<file path="src/rtl/cfl_pkg.sv">
package cfl_pkg;

    localparam int FW       = 4;
    localparam int FIDX_W   = 3;
    localparam int NFIELD   = 1 << FIDX_W;
    localparam int RIDX_W   = 5;
    localparam int BSEL_W   = $clog2(FW);
    localparam int IW       = 32;
    localparam logic [5:0] PRIMARY_OP = 6'd19;

    typedef enum logic [2:0] {
        OP_NONE,
        OP_TO_INT,
        OP_FROM_INT,
        OP_SET_BIT,
        OP_FLD_CMP,
        OP_FLD_MOVE
    } cfl_op_e;

    typedef struct packed {
        cfl_op_e             op;
        logic                merge;
        logic [FW-1:0]       mask;
        logic [FW-1:0]       expect_v;
        logic [FIDX_W-1:0]   src_fld;
        logic [FIDX_W-1:0]   dst_fld;
        logic [RIDX_W-1:0]   reg_idx;
        logic [BSEL_W-1:0]   bit_sel;
        logic                rc;
    } cfl_dec_t;

endpackage

</file>
<file path="src/rtl/cfl_decode.sv">
module cfl_decode
    import cfl_pkg::*;
(
    input  logic          valid,
    input  logic [IW-1:0] instr,
    output cfl_dec_t      dec
);

    always_comb begin
        dec          = '0;
        dec.op       = OP_NONE;
        dec.merge    = instr[20];
        dec.mask     = instr[19:16];
        dec.expect_v = instr[4:1];
        dec.src_fld  = instr[15:13];
        dec.reg_idx  = instr[25:21];
        dec.bit_sel  = instr[22:21];
        dec.dst_fld  = instr[25:23];
        if (valid && instr[31:26] == PRIMARY_OP) begin
            unique case (instr[12:11])
                2'b00: dec.op = OP_TO_INT;
                2'b01: dec.op = OP_FROM_INT;
                2'b10: dec.op = OP_SET_BIT;
                default: dec.op = instr[0] ? OP_FLD_MOVE : OP_FLD_CMP;
            endcase
        end
        if (dec.op == OP_FROM_INT) begin
            dec.dst_fld = instr[15:13];
        end
        dec.rc = instr[0] && (dec.op == OP_TO_INT);
    end

endmodule

</file>
<file path="src/rtl/cfl_bit_test.sv">
module cfl_bit_test (
    input  logic mask_b,
    input  logic expect_b,
    input  logic tested_b,
    output logic hit
);

    always_comb begin
        hit = mask_b & ~(expect_b ^ tested_b);
    end

endmodule

</file>
<file path="src/rtl/cfl_eval.sv">
module cfl_eval
    import cfl_pkg::*;
#(
    parameter int XLEN = 64
) (
    input  cfl_dec_t          dec,
    input  logic [FW-1:0]     src_val,
    input  logic [FW-1:0]     dst_val,
    input  logic              int_lsb,
    output logic              fld_we,
    output logic [FIDX_W-1:0] fld_idx,
    output logic [FW-1:0]     fld_val,
    output logic              int_we,
    output logic [XLEN-1:0]   int_val,
    output logic              cr0_we,
    output logic [FW-1:0]     cr0_val
);

    logic [FW-1:0] tested;
    logic [FW-1:0] hits;
    logic          reduced;
    logic [FW-1:0] keep;

    always_comb begin
        tested = (dec.op == OP_FROM_INT) ? {FW{int_lsb}} : src_val;
    end

    for (genvar i = 0; i < FW; i++) begin : g_bit
        cfl_bit_test u_bit (
            .mask_b   (dec.mask[i]),
            .expect_b (dec.expect_v[i]),
            .tested_b (tested[i]),
            .hit      (hits[i])
        );
    end

    always_comb begin
        reduced = dec.merge ? (|hits) : (&hits);
        keep    = dec.merge ? (dst_val & ~dec.mask) : '0;
        fld_we  = 1'b0;
        fld_idx = dec.dst_fld;
        fld_val = dst_val;
        int_we  = 1'b0;
        int_val = '0;
        cr0_we  = 1'b0;
        cr0_val = '0;
        unique case (dec.op)
            OP_TO_INT: begin
                int_we     = 1'b1;
                int_val[0] = reduced;
                cr0_we     = dec.rc;
            end
            OP_FROM_INT, OP_FLD_CMP: begin
                fld_we  = 1'b1;
                fld_val = hits | keep;
            end
            OP_FLD_MOVE: begin
                fld_we  = 1'b1;
                fld_val = ((dec.mask & src_val) | keep) ^ dec.expect_v;
            end
            OP_SET_BIT: begin
                fld_we  = 1'b1;
                fld_val = dst_val;
                fld_val[FW-1-int'(dec.bit_sel)] = reduced;
            end
            default: ;
        endcase
        // signed analysis of the integer result: {neg, pos, zero, 0}
        cr0_val[FW-1] = int_val[XLEN-1];
        cr0_val[FW-2] = !int_val[XLEN-1] && (int_val != '0);
        cr0_val[FW-3] = (int_val == '0);
    end

endmodule

</file>
<file path="src/rtl/cfield_logic_unit.sv">
module cfield_logic_unit
    import cfl_pkg::*;
#(
    parameter int XLEN = 64
) (
    input  logic                 clk,
    input  logic                 rst_n,
    input  logic                 in_valid,
    input  logic [IW-1:0]        in_instr,
    input  logic [XLEN-1:0]      int_opnd,
    output logic                 int_wr_en,
    output logic [RIDX_W-1:0]    int_wr_idx,
    output logic [XLEN-1:0]      int_wr_data,
    output logic [NFIELD*FW-1:0] cf_all
);

    typedef struct packed {
        logic [NFIELD-1:0][FW-1:0] fld;
        logic                      int_we;
        logic [RIDX_W-1:0]         int_idx;
        logic [XLEN-1:0]           int_data;
    } state_t;

    state_t st_d, st_q;

    cfl_dec_t          dec;
    logic              int_lsb;
    logic              fld_we, int_we, cr0_we;
    logic [FIDX_W-1:0] fld_idx;
    logic [FW-1:0]     fld_val, cr0_val;
    logic [XLEN-1:0]   int_val;

    cfl_decode u_dec (
        .valid (in_valid),
        .instr (in_instr),
        .dec   (dec)
    );

    always_comb begin
        int_lsb = (dec.reg_idx == '0) ? 1'b0 : int_opnd[0];
    end

    cfl_eval #(.XLEN(XLEN)) u_eval (
        .dec     (dec),
        .src_val (st_q.fld[dec.src_fld]),
        .dst_val (st_q.fld[dec.dst_fld]),
        .int_lsb (int_lsb),
        .fld_we  (fld_we),
        .fld_idx (fld_idx),
        .fld_val (fld_val),
        .int_we  (int_we),
        .int_val (int_val),
        .cr0_we  (cr0_we),
        .cr0_val (cr0_val)
    );

    always_comb begin
        st_d        = st_q;
        st_d.int_we = 1'b0;
        if (fld_we) begin
            st_d.fld[fld_idx] = fld_val;
        end
        if (cr0_we) begin
            st_d.fld[0] = cr0_val;
        end
        if (int_we) begin
            st_d.int_we   = 1'b1;
            st_d.int_idx  = dec.reg_idx;
            st_d.int_data = int_val;
        end
    end

    always_ff @(posedge clk) begin
        if (!rst_n) begin
            st_q <= '0;
        end else begin
            st_q <= st_d;
        end
    end

    assign int_wr_en   = st_q.int_we;
    assign int_wr_idx  = st_q.int_idx;
    assign int_wr_data = st_q.int_data;
    assign cf_all      = st_q.fld;

    p_reset_clear_r11: assert property (@(posedge clk) disable iff (!rst_n)
        $rose(rst_n) |-> (cf_all == '0 && !int_wr_en));

    p_idle_hold_r1: assert property (@(posedge clk) disable iff (!rst_n)
        (dec.op == OP_NONE) |=> ($stable(cf_all) && !int_wr_en));

    p_int_lsb_only_r3: assert property (@(posedge clk) disable iff (!rst_n)
        int_wr_en |-> (int_wr_data[XLEN-1:1] == '0));

    p_int_keeps_fields_r10: assert property (@(posedge clk) disable iff (!rst_n)
        (dec.op == OP_TO_INT) |=> (cf_all[NFIELD*FW-1:FW] == $past(cf_all[NFIELD*FW-1:FW])));

    p_field_op_no_int_r10: assert property (@(posedge clk) disable iff (!rst_n)
        (dec.op inside {OP_FROM_INT, OP_SET_BIT, OP_FLD_CMP, OP_FLD_MOVE}) |=> !int_wr_en);

    p_single_bit_r9: assert property (@(posedge clk) disable iff (!rst_n)
        (dec.op == OP_SET_BIT) |=> ($countones(cf_all ^ $past(cf_all)) <= 1));

    p_overwrite_clears_r7: assert property (@(posedge clk) disable iff (!rst_n)
        ((dec.op inside {OP_FROM_INT, OP_FLD_CMP}) && !dec.merge)
        |=> ((st_q.fld[$past(dec.dst_fld)] & ~$past(dec.mask)) == '0));

endmodule

</file>
<file path="config.mk">
export PLATFORM = sky130hd
export DESIGN_NAME = cfield_logic_unit
export DESIGN_NICKNAME = d
export VERILOG_FILES = /design/src/rtl/cfl_pkg.sv /design/src/rtl/cfl_decode.sv /design/src/rtl/cfl_bit_test.sv /design/src/rtl/cfl_eval.sv /design/src/rtl/cfield_logic_unit.sv
export SDC_FILE = /design/constraint.sdc
export NUM_CORES = 1
export LEC_CHECK = 0
export BUFFER_PORTS_ARGS = -buffer_cell sky130_fd_sc_hd__buf_4
export CORE_MARGIN = 8
export CORE_UTILIZATION = 32
export DETAILED_ROUTE_END_ITERATION = 8
export PLACE_DENSITY_LB_ADDON = 0.08
export SLEW_MARGIN = 20
export SYNTH_ARGS = -nofsm -noshare
export SYNTH_HDL_FRONTEND = slang
export SYNTH_HIERARCHICAL = 1
export SYNTH_SLANG_ARGS = --single-unit
</file>
<file path="constraint.sdc">
create_clock -name clk -period 5.8 [get_ports clk]
set_clock_uncertainty 0.05 [all_clocks]
set_input_delay 1.74 -clock clk [delete_from_list [all_inputs] [get_ports clk]]
set_output_delay 1.74 -clock clk [all_outputs]
set_load 0.01 [all_outputs]
</file>
Word level (Yosys, flattened, before mapping)
Index checks and enable logic that the tools add are counted.
{ "totals": {"out_inout_bits": 102, "elab_cells": 84, "inputBits": 99, "reg_bits": 39} }
{ "classes": {"n_eq_ne": 8, "n_mux": 26, "n_reduce_logical": 12, "n_lt_le_gt_ge": 5, "addsub": 1, "bitwise_logic": 20} }
{ "op_table": {"columns": ["operator", "count"], "rows": [
  ["2-to-1 mux 70 bit", 1],
  ["bitwise mux 32 bit", 1],
  ["greater-or-equal comparator 32 x 1 -> 1 bit, second input constant", 1],
  ["less-than comparator 32 x 4 -> 1 bit, second input constant", 1],
  ["binary-select mux 4 bit (select 3 bit)", 2],
  ["2-to-1 mux 4 bit", 5],
  ["demux 4 bit (select 3 bit)", 1],
  ["2-to-1 mux 3 bit", 4],
  ["one-hot mux 4 bit (3 select lines)", 1],
  ["one-hot mux 3 bit (3 select lines)", 1],
  ["bitwise AND 4 bit", 2],
  ["less-than comparator 3 x 4 -> 1 bit, second input constant", 2],
  ["2-to-1 mux 1 bit", 8],
  ["bitwise OR 4 bit", 2],
  ["OR reduction 4 bit", 2],
  ["equality test 3 x 2 -> 1 bit, second input constant", 2],
  ["equality test 3 bit, second input constant", 2],
  ["equality test 6 x 5 -> 1 bit, second input constant", 1],
  ["NOT 1 bit", 6],
  ["logical NOT 5 bit", 1],
  ["bitwise AND 1 bit", 4],
  ["bitwise mux 4 bit", 1],
  ["logical AND 1 bit", 4],
  ["NOT 4 bit", 1],
  ["other kinds (12)", 16]
]} }

Depth between registers and ports, before layout
{ "logic_depth": {"ltp_word": 15, "depth_mapped": 17, "mapped_depth_nobuf": 15} }

Hierarchy
The synthesis kept the hierarchy.
{ "modules_own_cells": {"columns": ["module", "seq_area_each_um2", "area_each_um2", "cells_per_inst", "instances"], "rows": [
  ["cfield_logic_unit", 2042.0, 4508.1, 378, 1],
  ["cfl_eval", 0.0, 944.7, 134, 1],
  ["cfl_decode", 0.0, 331.6, 39, 1],
  ["cfl_bit_test", 0.0, 15.0, 2, 4]
]} }

Worst setup path before layout
Ideal clock, no wire load.
{ "synth_path": {"kind": "input to register", "from": "in in_instr[11]", "to": "reg st_q, in the netlist cf_all[2]", "arrival_ps": 4595, "path_slack_ps": 1032, "required_time_ps": 5627, "path_buffers": 2, "setup_time_ps": 123, "cell_stages": 15, "path_cell_list": "inv_1 > ha_1 > nor3_4 > nand4_4 > mux2_4 > buf_6 > mux4_1 > mux2_2 > and3b_1 > a21oi_2 > xnor2_1 > a221o_1 > clkbuf_1 > mux2i_1 > a21oi_1"} }
{ "synth_lines": {"columns": ["element", "line", "rtl"], "rows": [
  ["start: declaration", "cfield_logic_unit.sv:9", "input logic [IW-1:0] in_instr,"],
  ["end signal: assignment", "cfield_logic_unit.sv:77", "st_q <= st_d;"],
  ["end: declaration", "cfield_logic_unit.sv:24", "state_t st_d, st_q;"]
]} }

==> metrics.sh <==
CRIT_REQUIRED_NS=5.97
SYNTHTOPCELLSBYCOUNT='dfxtp_1 (102), mux2i_1 (101), nor2b_1 (100)'
CRITICAL_PATH.ENDPOINT_TYPE='flip-flop'
POST-DP-HPWL_UM=10300
ROUTE.ANTENNA.REMAINING_NETS=0
SYNTHTOLAYOUTAREAGROWTH_PCT=18.3
BUFFER_PORTS.INSERTED=131
DRT-VIAS-PER-INSTANCE=4.42
TRITONCTS='done'
PIN_SLEW_WITH_THE_LEAST_HEADROOM_TO_ITS_LIMIT_NS=0.897
SYNTH.MOST_COMMON_CELL='dfxtp_1'
MIN_PERIOD_OVER_PERIOD_PCT=84.8
TIMING.FINAL.MAX_SLEW_VIOLATIONS=0
CP_DATA_ARRIVAL_TIME_NS=5.09
ROUTEDWLPERCELL_UM=16.3
MAXCAPVIOLATIONS=0
PIN_COUNT=201
HTREE_LEVELS=3
CP_TOP_FAMILY='multiplexers'
SWITCHING_FRACTION_OF_TOTAL_POWER_PCT=21.1
DRT_ITER0_MARKERS=108
CRITICAL-PATH-SLOWEST-CELL='mux4_1'
ROUTE.FINAL.WIRE_LENGTH_UM=14300
NUMBER_OF_ENABLE_TYPE_REGISTER_CELLS_IN_THE_SYNTHESIZED_NETLIST=0
CLK_PIN_SLEW_WORST_PATHS_NS=0.07
WORSTSETUPSTARTPOINTTYPE='input pin'
POWER.SWITCHING_uW=315
CRITPATHBUFINV=2
PATH_CELLS='buf_4, inv_1, ha_1, nor3_4, nand4_4, mux2_4, mux4_1, mux2_2, and3b_1, a21oi_2, xnor2_1, a221o_1, mux2i_1, a21oi_1'
CELL_COUNT_AFTER_SYNTHESIS=559
SYNTH_XOR_XNOR_AREA_SHARE_PCT=1.20
POWER_DENSITY_nW_PER_UM2=216
TIMING.FINAL.SETUP_VIOLATIONS=0
WORST_PATH_LARGEST_CELL_DELAY_NS=0.60
CTS_HOLD_REPAIR.BUFFERS=0
MAIN_COMBINATIONAL_CELL_FAMILY_BY_AREA_AFTER_SYNTHESIS='multiplexers'
WORST_SLACK_NS=0.882
ASYNC_FLOP_SHARE_PCT=0
OVERFLOW=0
SYNTH_TOP_AREA_SHARE_PCT=34.9
TOTAL_LEAKAGE_POWER_nW=2.90
SYNTH_SEQ_AREA_SHARE_PCT=34.9
GRT_MAX_DEGREE=103
STATUS='completed'
CTS_BUFFERS=9
FINALNONFILLERCELLS=881
NET_COUNT_FINAL=749
SYNTH_CELL_TYPES=45
NFILLCELLS=1803
SYNTHESIS.YOSYS.WARNINGS=6
COMB_POWER_SHARE_PCT=5.7
SYNTH_COMPOUND_AREA_SHARE_PCT=4.00
SYNTH-SIMPLE-AREA-SHARE_PCT=17.2
DIE_Y_UM=151
POST-CTS-SETUP-BUFFERS=0
YOSYSTOPAREACELL='dfxtp_1'
MAX_CLOCK_FREQ_MHz=203
POST_SYNTH.CELL_AREA_AVG_SQ_UM=10.5
DIODES=0
HIGHEST_FANOUT_SEEN_ON_THE_CRITICAL_PATH=16
RELATIVE_SLEW_MARGINS_PCT=39.4
SYN_AREA_SQ_UM=5840
VIAS_IN_THE_FIRST_GLOBAL_ROUTE=3937
FP-ROW-COUNT=49
YOSYS-MUX-AREA-FRACTION_PCT=26.8
CLOCKPOWERSHARE_PCT=47.3
CELL_AT_THE_ROOT_OF_THE_CLOCK_TREE='clkbuf_16'
SYNTH_SEQ_CELLS=102
POWER.IR.VDD_WORST_uV=140
LAYOUT-DRIVE-GT1-SHARE_PCT=27.1
SYNTH_FA_HA_AREA_SHARE_PCT=0.642
FIRSTDRTPASSITERS=4
POST_SYNTH_MAIN_AREA_CONTRIBUTORS='dfxtp_1 (35%), mux2i_1 (17%), buf_4 (12%)'
INSERTION_DELAY_NS=0.34
SYNTH_FLOP_TYPE='dfxtp_1'
CTS_MAX_PATH_BUFS=2
REPORT.POWER.TOTAL_mW=1.49
POST-ROUTE-DRC-COUNT=0
CTS.SINKS=102
TOTAL_ROUTING_USAGE_GR_PCT=12.7
FP.DIEAREA_SQ_UM=22800
FP.DIEW_UM=151
FP.COREAREA_SQ_UM=18000
SETUP_TNS_NS=0
CTS.REPAIR.RESIZED=0
POWER.SEQUENTIAL.FRACTION_PCT=47.0
RSZ0062_AT_GRT='false'
TIMING.SETUP.CRITICAL_PATH_CLASS='in -> reg'
START_UTIL_PCT=32.5
REPORT.FINAL.HOLD_VIOL_COUNT=0
GP_ROUTABILITY_CONGESTION=0.797
FINALCRITICALPERIOD_NS=4.92
VIA_COUNT=3898
WORSTHOLDPATHTYPE='reg -> reg'
POST-PLACE-WS_NS=0.550
GRT_FIRST_PASS_WIRELENGTH_UM=22200
NUMBER_OF_PLACED_INSTANCES_WITH_TAPS_INCLUDED=865
CELLINTERNALPOWER_mW=1.18
ANTENNA_FOUND_INITIAL=0
[placed cells by master, fill, tap and decap left out, drive strengths merged, types with 5 or more instances in the layout]
cell type  count
buf          137
dfxtp        102
mux2i        101
nor2b        100
conb          65
mux4          16
nand2         13
clkbuf        11
mux2          11
a21oi         10
o21ai          9
nor2           8
xnor2          8
and2           7
inv            6
and3b          5
[cell families after synthesis]
kind of cell / count (synthesis)
compound gates: 34
other cells: 1
fa+ha+maj: 3
buf+inv: 130
xor+xnor: 8
flops: 102
mux: 128
simple gates: 153
[path summary, 6_finish.rpt]
check                       start  slack (ns)              end  cells past startpoint
hold reg to reg   int_wr_data[15]        0.47  int_wr_data[15]                      2
hold / removal    int_wr_data[15]        0.47  int_wr_data[15]                      2
setup reg to reg        cf_all[1]        2.65        cf_all[2]                     12
setup / recovery     in_instr[11]        0.88        cf_all[2]                     14
[tightest hold or removal path: stages (launching register included)]
cell	delay (ns)
dfxtp_1	0.33
mux2i_1	0.07
nor2b_1	0.09
[layer usage]
metal | vias to the layer above | GRT usage [%] | routed length, um
met5 | - | 0 | 0
met4 | 0 | 5.34 | 262
met3 | 16 | 3.70 | 902
met2 | 89 | 20.5 | 6730
met1 | 1855 | 15.5 | 6420
li1 | 1938 | - | -
[final cells by class]
type | instances | area (sq um) | share of cell area [%]
Clock buffer | 11 | 243 | 3.51
Tap cell | 229 | 287 | 4.14
Clock inverter | 5 | 106 | 1.54
Multi-Input combinational cell | 391 | 3160 | 45.7
Inverter | 6 | 22.5 | 0.326
Sequential cell | 102 | 2040 | 29.5
Timing Repair Buffer | 137 | 1050 | 15.2
[power groups by stage]
stage / logic, mW / registers [mW] / clock network, mW
4_1_cts: 0.0857 / 0.701 / 0.738
2_1_floorplan: 0.101 / 0.718 / 0
3_5_place_dp: 0.0854 / 0.718 / 0
5_1_grt: 0.0941 / 0.701 / 0.766
6_report: 0.0852 / 0.702 / 0.706
3_3_place_gp: 0.0843 / 0.718 / 0
[through the flow]
| step | utilization, % | hold WS [ns] | instance area [sq um] |
|---|---|---|---|
| 2_1_floorplan | - | 0.488 | 6080 |
| 3_3_place_gp | 36.6 | 0.448 | 6570 |
| 3_5_place_dp | 36.6 | 0.454 | 6570 |
| 4_1_cts | 38.5 | 0.474 | 6920 |
| 5_1_grt | 38.5 | 0.496 | 6920 |
| 6_report | 38.5 | 0.469 | 6920 |
[sequential cells by signal (all words and copies together) (netlist names)]
| register | count |
|---|---|
| cf_all | 32 |
| int_wr_data | 64 |
| int_wr_en | 1 |
| int_wr_idx | 5 |
No activity file was read; power rests on OpenSTA's default activity.
